==> src/rtl/sc48_pkg.sv <==
package sc48_pkg;
    localparam int CNT_W    = 48;
    localparam int HI_W     = 16;
    localparam logic [7:0] A_SEC_LO = 8'h08;
    localparam logic [7:0] A_SEC_HI = 8'h0C;
    localparam logic [7:0] A_TRIM   = 8'h10;
    localparam logic [7:0] A_CTRL   = 8'h50;
    localparam logic [7:0] A_PEND   = 8'h68;
    localparam int PACE_BIT   = 21;
    localparam int LATCH_LSB  = 24;
    localparam logic [1:0] LATCH_ON = 2'd2;
endpackage

==> src/rtl/sc48_tick_div.sv <==
module sc48_tick_div #(
    parameter int TPS        = 32768,
    parameter int HOUR_TICKS = 32768 * 3600,
    parameter int COMP_W     = 17
) (
    input  logic              clk,
    input  logic              rst_n,
    input  logic              tick,
    input  logic              clr,
    input  logic              trim_wr,
    input  logic [COMP_W-1:0] trim,
    output logic              sec_inc
);
    localparam int PW = $clog2(TPS + 2);
    localparam int AW = $clog2(HOUR_TICKS + (2 ** COMP_W)) + 1;

    typedef struct packed {
        logic [PW-1:0] pre;
        logic [AW-1:0] acc;
    } div_t;

    div_t div_d, div_q;
    logic [COMP_W-1:0] mag;
    logic [AW-1:0]     acc_sum;
    logic [PW-1:0]     pre_sum;
    logic [1:0]        step;
    logic              adj;

    assign mag = trim[COMP_W-1] ? (~trim + COMP_W'(1)) : trim;

    always_comb begin
        div_d   = div_q;
        sec_inc = 1'b0;
        adj     = 1'b0;
        acc_sum = div_q.acc + AW'(mag);
        step    = 2'd1;
        pre_sum = div_q.pre;
        if (tick) begin
            if (acc_sum >= AW'(HOUR_TICKS)) begin
                adj       = 1'b1;
                div_d.acc = acc_sum - AW'(HOUR_TICKS);
            end else begin
                div_d.acc = acc_sum;
            end
            if (adj) begin
                step = trim[COMP_W-1] ? 2'd2 : 2'd0;
            end
            pre_sum = div_q.pre + PW'(step);
            if (pre_sum >= PW'(TPS)) begin
                div_d.pre = pre_sum - PW'(TPS);
                sec_inc   = 1'b1;
            end else begin
                div_d.pre = pre_sum;
            end
        end
        if (trim_wr) begin
            div_d.acc = '0;
        end
        if (clr) begin
            div_d.pre = '0;
        end
    end

    always_ff @(posedge clk or negedge rst_n) begin
        if (!rst_n) begin
            div_q <= '0;
        end else begin
            div_q <= div_d;
        end
    end
endmodule

==> src/rtl/sc48_xfer.sv <==
module sc48_xfer #(
    parameter int SYNC_TICKS = 2
) (
    input  logic        clk,
    input  logic        rst_n,
    input  logic        tick,
    input  logic        pace_en,
    input  logic        wr_lo,
    input  logic        wr_hi,
    input  logic [31:0] wdata,
    output logic        ld_lo,
    output logic        ld_hi,
    output logic [31:0] ld_lo_val,
    output logic [31:0] ld_hi_val,
    output logic [1:0]  pend
);
    localparam int CW = $clog2(SYNC_TICKS + 1);

    typedef struct packed {
        logic [31:0]   val;
        logic [CW-1:0] cnt;
    } stage_t;

    logic [1:0]  wr_vec;
    logic [1:0]  ld_vec;
    logic [31:0] val_vec [2];

    assign wr_vec = {wr_hi, wr_lo};

    for (genvar i = 0; i < 2; i++) begin : g_word
        stage_t st_d, st_q;
        logic   ld_i;

        always_comb begin
            st_d = st_q;
            ld_i = 1'b0;
            if (wr_vec[i]) begin
                if (pace_en) begin
                    st_d.val = wdata;
                    st_d.cnt = CW'(SYNC_TICKS);
                end else begin
                    ld_i     = 1'b1;
                    st_d.cnt = '0;
                end
            end else if (tick && (st_q.cnt != '0)) begin
                if (st_q.cnt == CW'(1)) begin
                    ld_i = 1'b1;
                end
                st_d.cnt = st_q.cnt - CW'(1);
            end
        end

        always_ff @(posedge clk or negedge rst_n) begin
            if (!rst_n) begin
                st_q <= '0;
            end else begin
                st_q <= st_d;
            end
        end

        assign ld_vec[i]  = ld_i;
        assign val_vec[i] = (wr_vec[i] && !pace_en) ? wdata : st_q.val;
        assign pend[i]    = (st_q.cnt != '0);
    end

    assign ld_lo     = ld_vec[0];
    assign ld_hi     = ld_vec[1];
    assign ld_lo_val = val_vec[0];
    assign ld_hi_val = val_vec[1];
endmodule

==> src/rtl/sec_counter48.sv <==
module sec_counter48
    import sc48_pkg::*;
#(
    parameter int TPS        = 32768,
    parameter int HOUR_TICKS = 32768 * 3600,
    parameter int SYNC_TICKS = 2,
    parameter int COMP_W     = 17
) (
    input  logic        clk,
    input  logic        rst_n,
    input  logic        tick,
    input  logic        rd_en,
    input  logic        wr_en,
    input  logic [7:0]  addr,
    input  logic [31:0] wdata,
    output logic [31:0] rdata
);
    typedef struct packed {
        logic [CNT_W-1:0]  cnt;
        logic [HI_W-1:0]   hold;
        logic              frozen;
        logic              pace;
        logic [1:0]        latch;
        logic [COMP_W-1:0] trim;
    } core_t;

    core_t core_d, core_q;

    logic rd_lo, rd_hi, wr_lo, wr_hi, wr_trim, wr_ctrl;
    logic sec_inc, ld_lo, ld_hi;
    logic [31:0] ld_lo_val, ld_hi_val;
    logic [1:0]  pend;

    assign rd_lo   = rd_en && (addr == A_SEC_LO);
    assign rd_hi   = rd_en && (addr == A_SEC_HI);
    assign wr_lo   = wr_en && (addr == A_SEC_LO);
    assign wr_hi   = wr_en && (addr == A_SEC_HI);
    assign wr_trim = wr_en && (addr == A_TRIM);
    assign wr_ctrl = wr_en && (addr == A_CTRL);

    sc48_xfer #(.SYNC_TICKS(SYNC_TICKS)) u_xfer (
        .clk       (clk),
        .rst_n     (rst_n),
        .tick      (tick),
        .pace_en   (core_q.pace),
        .wr_lo     (wr_lo),
        .wr_hi     (wr_hi),
        .wdata     (wdata),
        .ld_lo     (ld_lo),
        .ld_hi     (ld_hi),
        .ld_lo_val (ld_lo_val),
        .ld_hi_val (ld_hi_val),
        .pend      (pend)
    );

    sc48_tick_div #(.TPS(TPS), .HOUR_TICKS(HOUR_TICKS), .COMP_W(COMP_W)) u_div (
        .clk     (clk),
        .rst_n   (rst_n),
        .tick    (tick),
        .clr     (ld_lo),
        .trim_wr (wr_trim),
        .trim    (core_q.trim),
        .sec_inc (sec_inc)
    );

    always_comb begin
        core_d = core_q;
        if (sec_inc) begin
            core_d.cnt = core_q.cnt + CNT_W'(1);
        end
        if (ld_lo) begin
            core_d.cnt = {core_q.cnt[CNT_W-1:32], ld_lo_val};
        end
        if (ld_hi) begin
            core_d.cnt[CNT_W-1:32] = ld_hi_val[HI_W-1:0];
        end
        if (rd_lo && (core_q.latch == LATCH_ON)) begin
            core_d.hold   = core_q.cnt[CNT_W-1:32];
            core_d.frozen = 1'b1;
        end else if (rd_hi) begin
            core_d.frozen = 1'b0;
        end
        if (wr_ctrl) begin
            core_d.pace  = wdata[PACE_BIT];
            core_d.latch = wdata[LATCH_LSB+1:LATCH_LSB];
        end
        if (wr_trim) begin
            core_d.trim = wdata[COMP_W-1:0];
        end
    end

    always_ff @(posedge clk or negedge rst_n) begin
        if (!rst_n) begin
            core_q <= '0;
        end else begin
            core_q <= core_d;
        end
    end

    always_comb begin
        rdata = '0;
        if (rd_en) begin
            unique case (addr)
                A_SEC_LO: rdata = core_q.cnt[31:0];
                A_SEC_HI: rdata = {16'h0, core_q.frozen ? core_q.hold : core_q.cnt[CNT_W-1:32]};
                A_TRIM:   rdata = {{(32-COMP_W){1'b0}}, core_q.trim};
                A_CTRL: begin
                    rdata[PACE_BIT]                = core_q.pace;
                    rdata[LATCH_LSB+1:LATCH_LSB]   = core_q.latch;
                end
                A_PEND:   rdata = {30'h0, pend};
                default:  rdata = '0;
            endcase
        end
    end

    logic [CNT_W-1:0] count_now;
    logic             pace_now;
    logic [1:0]       latch_now;
    assign count_now = core_q.cnt;
    assign pace_now  = core_q.pace;
    assign latch_now = core_q.latch;
endmodule

==> config.mk <==
export PLATFORM = sky130hd
export DESIGN_NAME = sec_counter48
export DESIGN_NICKNAME = d
export VERILOG_FILES = /design/src/rtl/sc48_pkg.sv /design/src/rtl/sc48_tick_div.sv /design/src/rtl/sc48_xfer.sv /design/src/rtl/sec_counter48.sv
export SDC_FILE = /design/constraint.sdc
export NUM_CORES = 1
export LEC_CHECK = 0
export ABC_AREA = 1
export BUFFER_PORTS_ARGS = -buffer_cell sky130_fd_sc_hd__buf_2
export CORE_MARGIN = 2
export CORE_UTILIZATION = 56
export DETAILED_ROUTE_END_ITERATION = 8
export PLACE_DENSITY = 0.77
export SETUP_SLACK_MARGIN = 0.15
export SLEW_MARGIN = 20
export SYNTH_ARGS = -nofsm -noshare
export SYNTH_HDL_FRONTEND = slang
export SYNTH_SLANG_ARGS = --single-unit
==> constraint.sdc <==
create_clock -name clk -period 5 [get_ports clk]
set_clock_uncertainty 0.05 [all_clocks]
set_input_delay 0.5 -clock clk [delete_from_list [all_inputs] [get_ports clk]]
set_output_delay 0.5 -clock clk [all_outputs]
set_load 0.02 [all_outputs]
# After elaboration in Yosys (flattened, before gate mapping)
# Cells that the tools add are included.
word_totals:
  register_bits: 181
  out_inout_bits: 32
  wordCells: 96
op_classes:
  bitwise_logic: 1
  mux: 39
  reduce_logical: 24
  n_eq_ne: 9
  n_lt_le_gt_ge: 2
  addsub: 8
op_table:
  columns: ["op", "count"]
  rows:
  - ["two-way mux 48 bit", 2]
  - ["one-hot mux 21 bit (4 select lines)", 1]
  - ["two-way mux 16 bit", 5]
  - ["two-way mux 32 bit", 2]
  - ["two-way mux 28 bit", 2]
  - ["adder 48 x 1 -> 48 bit, second input constant", 1]
  - ["two-way mux 44 bit", 1]
  - ["adder 28 x 17 -> 28 bit", 1]
  - [">= comparator 28 x 27 -> 1 bit, second input constant", 1]
  - ["subtractor 28 x 27 -> 28 bit, second input constant", 1]
  - ["two-way mux 2 bit", 9]
  - ["nonzero test 2 bit", 9]
  - ["adder 17 x 1 -> 17 bit, second input constant", 1]
  - ["two-way mux 17 bit", 1]
  - ["inverter 17 bit", 1]
  - ["adder 16 x 2 -> 16 bit", 1]
  - ["equality test 8 x 4 -> 1 bit, second input constant", 2]
  - ["equality test 8 x 7 -> 1 bit, second input constant", 2]
  - [">= comparator 16 bit, second input constant", 1]
  - ["subtractor 16 bit, second input constant", 1]
  - ["two-way mux 1 bit", 13]
  - ["logical AND 1 bit", 11]
  - ["equality test 8 x 5 -> 1 bit, second input constant", 1]
  - ["two-way mux 6 bit", 1]
  - ["8 further kinds", 12]

# Depth between registers and ports, before layout
# Gate-level depths: netlist of the first run.
logic_depth:
  ltp_word: 16
  mapped_depth: 42
  mapped_depth_nobuf: 42

# Hierarchy
# Synthesis of the first run repeated with hierarchy kept, for this count alone.
hier_totals:
  cells_unflattened: 1949
  hier_area_um2: 13854.5
by_module_without_submodules:
  columns: ["mod", "n_inst", "cells_per_inst", "area_each_um2"]
  rows:
  - ["sec_counter48", 1, 923, 5869.4]
  - ["sc48_tick_div", 1, 601, 4135.2]
  - ["sc48_xfer", 1, 425, 3849.9]

# Worst setup path before layout of the first run
# Ideal clock, no wire load.
synth_timing:
  kind: "register to register"
  start: "reg core_q[0] (netlist bit)"
  end: "reg core_q, in the netlist count_now[8]"
  arrival_time_ns: 4.714
  setup_ns: 0.125
  required_time_ns: 4.825
  slack_ns: 0.111
  stages_incl_launch_ff: 38
  cell_sequence: "dfrtp_1 -> nor3_1 -> inv_1 -> nor3_1 -> nand3_1 -> nor3_1 -> nand2_1 -> nor3_1 -> a21oi_1 -> xor2_1 -> ha_1 -> nand2_1 -> inv_1 -> nand2_1 -> nand2_1 -> a21oi_1 -> nand3_1 -> nand2_1 -> [... 2 more ...] -> nand3_4 -> nand3_4 -> nand2_4 -> inv_1 -> nor2_1 -> ha_1 -> nand3_1 -> nand2_1 -> nand3_2 -> nor4_4 -> nand2_2 -> o21ai_1 -> nand2_2 -> nand2_4 -> nand2_4 -> buf_4 -> o21ai_0 -> o21ai_1"
synth_via:
  elab_chain_cells: 14
synth_rtl:
  columns: ["item", "line", "source"]
  rows:
  - ["start, declared", "sec_counter48.sv:27", "core_t core_d, core_q;"]
  - ["start signal, assigned", "sec_counter48.sv:96", "core_q <= core_d;"]
  - ["inverter 17 bit", "sc48_tick_div.sv:29", "assign mag = trim[COMP_W-1] ? (~trim + COMP_W'(1)) : trim;"]
  - ["adder 17 x 1 -> 17 bit", "sc48_tick_div.sv:29", null]
  - ["two-way mux 17 bit (*)", "sc48_tick_div.sv:29", null]
  - ["adder 28 x 17 -> 28 bit (*)", "sc48_tick_div.sv:35", "acc_sum = div_q.acc + AW'(mag);"]
  - [">= comparator 28 x 27 -> 1 bit (*)", "sc48_tick_div.sv:39", "if (acc_sum >= AW'(HOUR_TICKS)) begin"]
  - ["two-way mux 1 bit (*)", "sc48_tick_div.sv:39", null]
  - ["two-way mux 1 bit (*)", "sc48_tick_div.sv:38", "if (tick) begin"]
  - ["two-way mux 2 bit (*)", "sc48_tick_div.sv:45", "if (adj) begin"]
  - ["two-way mux 2 bit (*)", "sc48_tick_div.sv:38", null]
  - ["adder 16 x 2 -> 16 bit (*)", "sc48_tick_div.sv:48", "pre_sum = div_q.pre + PW'(step);"]
  - [">= comparator 16 bit (*)", "sc48_tick_div.sv:49", "if (pre_sum >= PW'(TPS)) begin"]
  - ["two-way mux 1 bit (*)", "sc48_tick_div.sv:49", null]
  - ["two-way mux 1 bit (*)", "sc48_tick_div.sv:38", null]
  - ["nonzero test 2 bit (no line) (*)", null, null]
# Every way passes the cells marked *; elsewhere a longest branch is shown, timed or not. The select of a mux whose other input is x is not followed.
# A chain may end at the register's enable or synchronous reset.

# Worst setup path in the final report of the first run
layout_timing:
  start: "reg core_q[0] (netlist bit)"
  end: "reg core_q, in the netlist count_now[21]"
# The elaborated chain is that of the path after synthesis.

==> results of run 1 <==
==> final timing paths <==
kind | start | end | slack, ns | depth (start not counted)
setup / recovery | core_q[0] | count_now[21] | -0.31 | 39
hold / removal | rst_n | u_div.div_q[23] | 0.1 | 1
setup reg to reg | core_q[0] | count_now[21] | -0.31 | 39
hold reg to reg | u_xfer.g_word[0].st_q[20] | u_xfer.g_word[0].st_q[20] | 0.43 | 2
max in group asynchronous | rst_n | u_xfer.g_word[1].st_q[12] | 3.69 | 2
min in group clk | wdata[4] | core_q[4] | 0.23 | 3
==> through the flow <==
step / hold slack [ns] / cells / total power [W] / worst slack [ns]
6_report: 0.0972 / 2099 / 0.00629 / -0.311
5_1_grt: 0.172 / 2099 / 0.00669 / -0.655
4_1_cts: 0.145 / 2085 / 0.00603 / -0.107
3_5_place_dp: 0.419 / 2028 / 0.00436 / -0.300
3_3_place_gp: 0.412 / 2028 / 0.00429 / -0.0603
2_1_floorplan: 0.154 / 1682 / 0.00370 / 0.142
==> metal layers <==
metal / routed length, um / share of wire, %
met4: 1140 / 3.1
met2: 17400 / 47
met3: 2690 / 7.4
met1: 15400 / 42
met5: 0 / 0
==> final cells by class <==
type,instances,area [um2],area share [%]
Timing Repair Buffer,168,1330,9.14
Multi-Input combinational cell,1213,6820,47.0
Tap cell,275,344,2.37
Sequential cell,181,4530,31.2
Clock buffer,17,425,2.93
Clock inverter,15,200,1.38
Inverter,230,878,6.05
==> repair_timing <==
| action | CTS | global route |
|---|---|---|
| setup buffers | 18 | 13 |
| gates cloned | 7 | 1 |
| resized for setup | 39 | 81 |
| setup endpoints to repair | 53 | 60 |
| pin swaps | 5 | 23 |
==> power by group through the flow <==
stage	Combinational, W	Clock (W)	Sequential, W
finish	0.00277	0.00144	0.00207
global route	0.00306	0.00152	0.00211
CTS	0.00254	0.00145	0.00204
detailed placement	0.00230	0	0.00206
global placement	0.00225	0	0.00205
floorplan	0.00172	0	0.00197
==> state kept, by name, indices dropped and copies added (netlist names) <==
signal	cells
core_q	34
latch_now	2
pace_now	1
u_div.div_q	44
u_xfer.g_word.st_q	52
count_now	48
==> worst max-delay path, delay by kind of cell (launching register included) <==
kind            cells  cell delay, ns
fa+ha+maj           3            0.77
buf+inv             5            0.48
compound gates      2            0.37
simple gates       29            3.15
flops               1            0.42
==> placed cells by master, fill, tap and decap left out, drive strengths merged, types with 40 or more instances in the layout <==
master  synthesis  routed
xor2           46      46
inv           226     234
nor2          153     153
nor3           44      44
o21ai         206     206
a21oi          40      40
nand2         465     465
dfrtp         181     181
buf            30     166
nand3          83      83
==> cell families after synthesis <==
family | count (synthesis) | share of synthesized area, %
AOI/OAI and AO/OA | 342 | 16.2
xor gates and xnor gates | 60 | 4.48
adders and majority gates | 28 | 3.01
buffers and inverters | 288 | 9.75
DFF | 181 | 37.3
muxes | 1 | 0.0928
and+or+nand+nor | 782 | 29.1
==> results_dict.tcl, run 1 <==
set metrics [dict create \
    violations "setup timing" \
    grt_pass1_wl_um 58200 \
    synth_fp_nets 1755 \
    final_area_um2 14500 \
    placed_cell_area_um2 13000 \
    min_period_over_period_pct 106 \
    diodes 0 \
    portBuffers 76 \
    yosys_warnings 0 \
    clockRootBuffer "clkbuf_16" \
    setup.worst_path.end_class "flip-flop" \
    synth_edf_count 0 \
    grt_pass1_vias 11300 \
    route.detailed.drc 0 \
    setup_tns_ns -11.28 \
    io_pins 77 \
    p_int_w 0.00360 \
    tritoncts "yes" \
    p_per_area_nw_per_um2 433 \
    drt_iter0_drc 1062 \
    swShare_pct 42.8 \
    max_clock_freq_mhz 188 \
    yosysSeqAreaShare_pct 37.3 \
    synthArstFlopShare_pct 100 \
    numClockSinks 181 \
    p_seq_share_pct 33.0 \
    groute.usage.overall_pct 32.8 \
    synth_cells 1682 \
    die_width_um 151 \
    drt_first_pass_iters 5 \
    dp_hpwl_um 25600 \
    synth.distinct_cells 55 \
    tightest_slew_ns 0.996 \
    yosys.area.top_type "dfrtp_1" \
    synth_ff_type "dfrtp_1" \
    start_kind "flip-flop" \
    htree_num_levels 4 \
    nFillCells 1755 \
    rsz0062_at_grt "true" \
    grt_overflow_total 0 \
    syn_area_per_cell_um2 7.22 \
    viasPerCell 5.71 \
    p_comb_share_pct 44.1 \
    slowest_delay_ns 0.42 \
    detail-route-antenna-nets 0 \
    setup_violations 48 \
    slowest_stage "dfrtp_1" \
    post-route-min-period_ns 5.31 \
    report.final.slew_viol_count 0 \
    finalWorstSetupSlack_ns -0.311 \
    syn_area_um2 12100 \
    grt_util_met2_pct 53.6 \
    grt_max_degree 101 \
    p_sw_w 0.00269 \
    use_met3_pct 5.36 \
    cts_made_buffers 17 \
    layout.nets 1884 \
    num_vias 12000 \
    synthToLayoutAreaGrowth_pct 19.7 \
    synth.most_common_cell "nand2_1" \
    worstSetupPathType "flip-flop to flip-flop" \
    start_util_pct 57.4 \
    hold_class "input pin to async pin" \
    cts_hold_buf 0 \
    fp.dieArea_um2 22900 \
    routed_wirelength_um 36600 \
    gp_congestion 0.938 \
    busiest_layer "met2" \
    chipHeight_um 151 \
    core-area_um2 21200 \
    relSlewSlack_pct 33.6 \
    ir_drop_uv 226 \
    worstPathRequired_ns 5.32 \
    drive_gt1_share_pct 20.8 \
    clockPowerShare_pct 23.0 \
    clk_path_buf_depth 2 \
    grt_antenna_before_repair 0 \
    status "finished, violations left" \
    crit_arrival_ns 5.63 \
    cts.clk_slew.worst_paths_ns 0.07 \
    synth_top_area_share_pct 37.3 \
    power.leakage_nw 7.02 \
    insertion_delay_ns 0.45 \
    hold_violations 0 \
    synth.area.top_cells "dfrtp_1 37%, nand2_1 14%, o21ai_0 6.9%, inv_1 6.6%, nor2_1 3.9%" \
    drv_cap 0 \
    synth_seq_cells 181 \
    critPathMaxFanout 7 \
    synth_common_cells "437 x nand2_1, 214 x inv_1, 181 x dfrtp_1" \
    crit_top_cell "nand2_2" \
    grt_use_met1_pct 44.0 \
    fin_util_pct 68.7 \
    wire_per_inst_um 17.4 \
    rows 53 \
]
(Power assumes the default switching activity.)
==> run 2, diff against run 1 <==
==> constraint.sdc (replaced) <==
create_clock -name clk -period 5 [get_ports clk]
set_clock_uncertainty 0.05 [all_clocks]
set_input_delay 0.25 -clock clk [delete_from_list [all_inputs] [get_ports clk]]
set_output_delay 0.25 -clock clk [all_outputs]
set_load 0.02 [all_outputs]
==> results_dict.tcl, run 2 (synthesized netlist as in run 1, its figures left out) <==
set metrics [dict create \
    status "finished, violations left" \
    violations "setup timing" \
    regMostFlops "u_xfer.g_word.st_q" \
    worstPathRequired_ns 5.32 \
    clockPowerShare_pct 22.8 \
    dp.cells 2027 \
    max_clock_freq_mhz 194 \
    route.detailed.drc 0 \
    hold_path_depth 3 \
    min_period_over_period_pct 103 \
    power.leakage_nw 7.15 \
    tightest_slew_ns 0.984 \
    swShare_pct 43.1 \
    critPathMaxFanout 7 \
    r2r-start "core_q[0]" \
    viasPerCell 5.78 \
    slowest_delay_ns 0.41 \
    synthToLayoutAreaGrowth_pct 21.2 \
    final_cells 2110 \
    gp_congestion 0.937 \
    drt_first_pass_iters 6 \
    chipHeight_um 151 \
    p_int_w 0.00361 \
    r2r-end "count_now[25]" \
    p_comb_share_pct 44.3 \
    p_total_w 0.00635 \
    drv_cap 0 \
    layout_common_cells "416 x nand2_1, 207 x inv_1, 181 x dfrtp_1, 162 x o21ai_0, 105 x nor2_1" \
    wire_per_inst_um 17.7 \
    groute.usage.overall_pct 32.5 \
    fp.dieArea_um2 22900 \
    p_seq_share_pct 32.9 \
    num_vias 12200 \
    portBuffers 76 \
    setup_violations 47 \
    final_area_um2 14700 \
    clk_path_buf_depth 2 \
    rsz0062_at_grt "true" \
    drive_gt1_share_pct 21.9 \
    hold_end "u_xfer.g_word[0].st_q[28]" \
    core-area_um2 21200 \
    hp-start "wdata[26]" \
    grt_pass1_wl_um 58100 \
    insertion_delay_ns 0.45 \
    grt_antenna_before_repair 0 \
    clockRootBuffer "clkbuf_16" \
    grt_max_degree 77 \
    p_sw_w 0.00274 \
    worstSetupPathType "flip-flop to flip-flop" \
    routed_wirelength_um 37400 \
    diodes 0 \
    crit_top_cell "nand2_1" \
    detail-route-antenna-nets 0 \
    crit_arrival_ns 5.49 \
    reg2reg_depth 42 \
    setup.worst_path.end_class "flip-flop" \
    htree_num_levels 4 \
    grt_pass1_vias 11600 \
    dp_hpwl_um 25500 \
    relSlewSlack_pct 34.4 \
    finalWorstSetupSlack_ns -0.166 \
    largest_reg_flops 52 \
    rows 53 \
    dp_slack_ns -0.294 \
    hold_violations 0 \
    drt_iter0_drc 998 \
    post-route-min-period_ns 5.17 \
    p_per_area_nw_per_um2 432 \
    ff2ff_setup_slack_ns -0.17 \
    layout.nets 1895 \
    cts_made_buffers 17 \
    cts.clk_slew.worst_paths_ns 0.08 \
    ir_drop_uv 229 \
    report.final.slew_viol_count 0 \
    slowest_stage "dfrtp_1" \
    tritoncts "yes" \
    placed_cell_area_um2 13000 \
    start_util_pct 57.4 \
    numClockSinks 181 \
    grt_overflow_total 0 \
    die_width_um 151 \
    io_pins 77 \
    start_kind "flip-flop" \
    hold_class "input pin to flip-flop" \
    layout.cells.most_common "nand2_1" \
]
==> run 2: cell types whose count changed in the layout (fill, tap and decap cells not counted), moves of 5 or more <==
cell,delta
nand2_1,-5
buf_6,+6
o21ai_2,+6
dlygate4sd3_1,+5
nor2_4,+10
o21ai_1,-9
nor2_2,-6
==> run 2: layout make-up <==
class	instances	area, um2
fillers	1734	6440
clock buffers	17	425
well taps	275	344
inverters	230	871
flip-flops and latches	181	4530
multi-input cells	1213	6960
repair buffers	179	1380
clock inverters	15	203
==> run 2: worst max path at each step <==
stage,slack [ns],end,cells past startpoint,from
after floorplan,0.14,count_now[8],38,core_q[0]
after global placement,-0.06,count_now[26],39,core_q[0]
after detailed placement,-0.29,count_now[25],39,core_q[0]
after CTS,-0.10,count_now[12],38,core_q[0]
after global routing,-0.59,count_now[27],38,core_q[1]
final,-0.17,count_now[25],42,core_q[0]
==> run 2: stage by stage <==
step	hold slack [ns]	utilization [%]	setup TNS, ns
3_5_place_dp	0.277	61.5	-10.85
2_1_floorplan	-0.0956	-	0
3_3_place_gp	0.281	61.5	-1.26
6_report	0.0118	69.6	-3.75
4_1_cts	0.00489	66.5	-2.29
5_1_grt	0.0182	69.6	-24.86
==> run 2: per-layer routing <==
layer	share of wire [%]	track usage, %	vias to the layer above
met5	0	0	-
met4	3.2	12.9	0
met3	7.8	5.24	91
met2	48	54.1	547
met1	41	42.3	5771
li1	-	-	5777
==> run 2: repair_timing <==
item                                   CTS  global route
endpoints found under the hold margin   78             0
pin swaps                                3            19
gates cloned                             4             4
gates resized for setup                 30           116
setup endpoints to repair               53            61
setup buffers                           24            15
hold buffers                             5             0
==> run 2: critical path: cells and delay by family, from the launching register on <==
family,cells,cell delay [ns]
AOI/OAI and AO/OA,1,0.17
xor gates and xnor gates,1,0.16
adders and majority gates,3,0.64
buffers and inverters,6,0.58
DFF,1,0.41
and+or+nand+nor,31,3.07
==> run 2: power groups by stage <==
stage	Clock [W]	Combinational, W	Sequential, W
2_1_floorplan	0	0.00172	0.00197
3_3_place_gp	0	0.00224	0.00205
3_5_place_dp	0	0.00229	0.00205
4_1_cts	0.00146	0.00250	0.00204
5_1_grt	0.00152	0.00309	0.00212
6_report	0.00145	0.00281	0.00209
==> run 3, diff against run 2 <==
Settings changed: CELL_PAD_IN_SITES_DETAIL_PLACEMENT from default to 1, CELL_PAD_IN_SITES_GLOBAL_PLACEMENT from default to 2, CORE_UTILIZATION 56 to 32, PLACE_DENSITY 0.77 to default, PLACE_DENSITY_LB_ADDON from default to 0.12.
==> results_dict.tcl, run 3 (synthesized netlist as in run 1, its figures left out) <==
set metrics [dict create \
    status "finished, violations left" \
    violations "setup timing" \
    rsz0062_at_grt "true" \
    insertion_delay_ns 0.46 \
    dp.cells 2292 \
    setup.worst_path.end_class "flip-flop" \
    groute.usage.overall_pct 23.2 \
    diodes 0 \
    drt_iter0_drc 536 \
    slowest_stage "dfrtp_1" \
    drive_gt1_share_pct 23.4 \
    r2r-start "core_q[0]" \
    detail-route-antenna-nets 0 \
    cts.clk_slew.worst_paths_ns 0.08 \
    rows 71 \
    cts_made_buffers 17 \
    dp_hpwl_um 32400 \
    swShare_pct 42.9 \
    worstPathRequired_ns 5.35 \
    viasPerCell 4.97 \
    synthToLayoutAreaGrowth_pct 26.5 \
    grt_pass1_vias 12300 \
    power.leakage_nw 7.24 \
    post-route-min-period_ns 5.18 \
    hold_class "input pin to flip-flop" \
    crit_family "simple AND/OR/NAND/NOR gates" \
    io_pins 77 \
    final_area_um2 15400 \
    drv_cap 0 \
    ff2ff_setup_slack_ns -0.18 \
    worstSetupPathType "flip-flop to flip-flop" \
    route.detailed.drc 0 \
    nFillCells 4665 \
    grt_overflow_total 0 \
    clockPowerShare_pct 22.0 \
    clockRootBuffer "clkbuf_16" \
    start_kind "flip-flop" \
    max_clock_freq_mhz 193 \
    setup_tns_ns -6.38 \
    wire_per_inst_um 18.6 \
    htree_num_levels 4 \
    placed_cell_area_um2 13500 \
    layout_common_cells "409 x nand2_1, 205 x inv_1, 181 x dfrtp_1, 159 x o21ai_0, 106 x nor2_1" \
    min_period_over_period_pct 104 \
    hold_path_depth 3 \
    routed_wirelength_um 44300 \
    die_width_um 199 \
    critical_path_buf_inv_count 5 \
    reg2reg_depth 40 \
    ir_drop_uv 253 \
    relSlewSlack_pct 32.3 \
    drt_first_pass_iters 4 \
    regMostFlops "u_xfer.g_word.st_q" \
    p_comb_share_pct 46.0 \
    start_util_pct 32.4 \
    gp_congestion 0.886 \
    num_vias 11800 \
    core-area_um2 37500 \
    critPathMaxFanout 6 \
    grt_antenna_before_repair 0 \
    fp.dieArea_um2 39500 \
    hp-start "wdata[20]" \
    final_cells 2383 \
    largest_reg_flops 52 \
    setup_violations 50 \
    chipHeight_um 199 \
    p_per_area_nw_per_um2 422 \
    crit_top_cell "nand2_2" \
    layout.nets 1932 \
    grt_max_degree 123 \
    hold_end "u_xfer.g_word[0].st_q[22]" \
    slowest_delay_ns 0.42 \
    hold_violations 0 \
    p_sw_w 0.00278 \
    clk_path_buf_depth 2 \
    grt_pass1_wl_um 70200 \
    report.final.slew_viol_count 0 \
    portBuffers 76 \
    r2r-end "count_now[8]" \
    p_int_w 0.00370 \
    layout.cells.most_common "nand2_1" \
    tritoncts "yes" \
    tightest_slew_ns 1.01 \
    crit_arrival_ns 5.53 \
    numClockSinks 181 \
    finalWorstSetupSlack_ns -0.180 \
    p_seq_share_pct 32.1 \
]
[run 3: cell count changes in the layout (fill, tap and decap cells not counted), sizes merged]
cell and change:
clkbuf +2, buf +25, dlygate4sd3 +10, clkinv -2, nand2 +2
[run 3: power groups by stage]
stage / clock network (W) / logic, W / registers, W
floorplan: 0 / 0.00172 / 0.00197
finish: 0.00142 / 0.00298 / 0.00208
global placement: 0 / 0.00246 / 0.00206
detailed placement: 0 / 0.00251 / 0.00207
global route: 0.00152 / 0.00333 / 0.00213
CTS: 0.00147 / 0.00276 / 0.00205
[run 3: timing repair]
action	in CTS	in global routing
gates cloned	4	4
setup endpoints to repair	57	61
buffers inserted	26	10
resized for setup	69	93
hold endpoints to repair	73	0
hold buffers	15	0
pin swaps	18	12
[run 3: final cells by class]
cell class / count / area, um2 / share of cell area (%)
timing repair buffer: 214 / 1660 / 10.8
sequential: 181 / 4530 / 29.5
multi-input combinational: 1215 / 7050 / 45.9
tap: 511 / 639 / 4.16
clock inverter: 13 / 140 / 0.913
clock buffer: 19 / 453 / 2.95
inverter: 230 / 876 / 5.70
[run 3: worst max-delay path by stage]
stage / start / endpoint / cells after the start
final: core_q[0] / count_now[8] / 40
after global routing: core_q[1] / count_now[15] / 37
after CTS: core_q[0] / count_now[23] / 35
after detailed placement: core_q[0] / count_now[8] / 35
after global placement: core_q[0] / count_now[8] / 35
after floorplan: core_q[0] / count_now[8] / 38
[run 3: metrics by stage]
| step | hold slack (ns) | power [W] | setup slack, ns | util, % |
|---|---|---|---|---|
| floorplan | -0.0956 | 0.00370 | 0.142 | - |
| global placement | 0.233 | 0.00452 | -0.310 | 36.1 |
| detailed placement | 0.234 | 0.00458 | -0.461 | 36.1 |
| CTS | 0.00766 | 0.00628 | -0.168 | 39.5 |
| global route | 0.0339 | 0.00697 | -0.554 | 41.0 |
| finish | 0.0269 | 0.00648 | -0.180 | 41.0 |
[run 3: layer usage]
layer | vias to the layer above | part of all wire, % | GRT usage, %
met1 | 5839 | 46 | 29.9
met3 | 35 | 1.7 | 2.93
met2 | 111 | 51 | 41.3
met5 | - | 0 | 0
li1 | 5850 | - | -
met4 | 0 | 1.5 | 5.20
[run 3: tightest hold or removal path, cell delays in order]
cell and delay [ns]:
buf_2 0.09, inv_1 0.06, o21ai_0 0.08
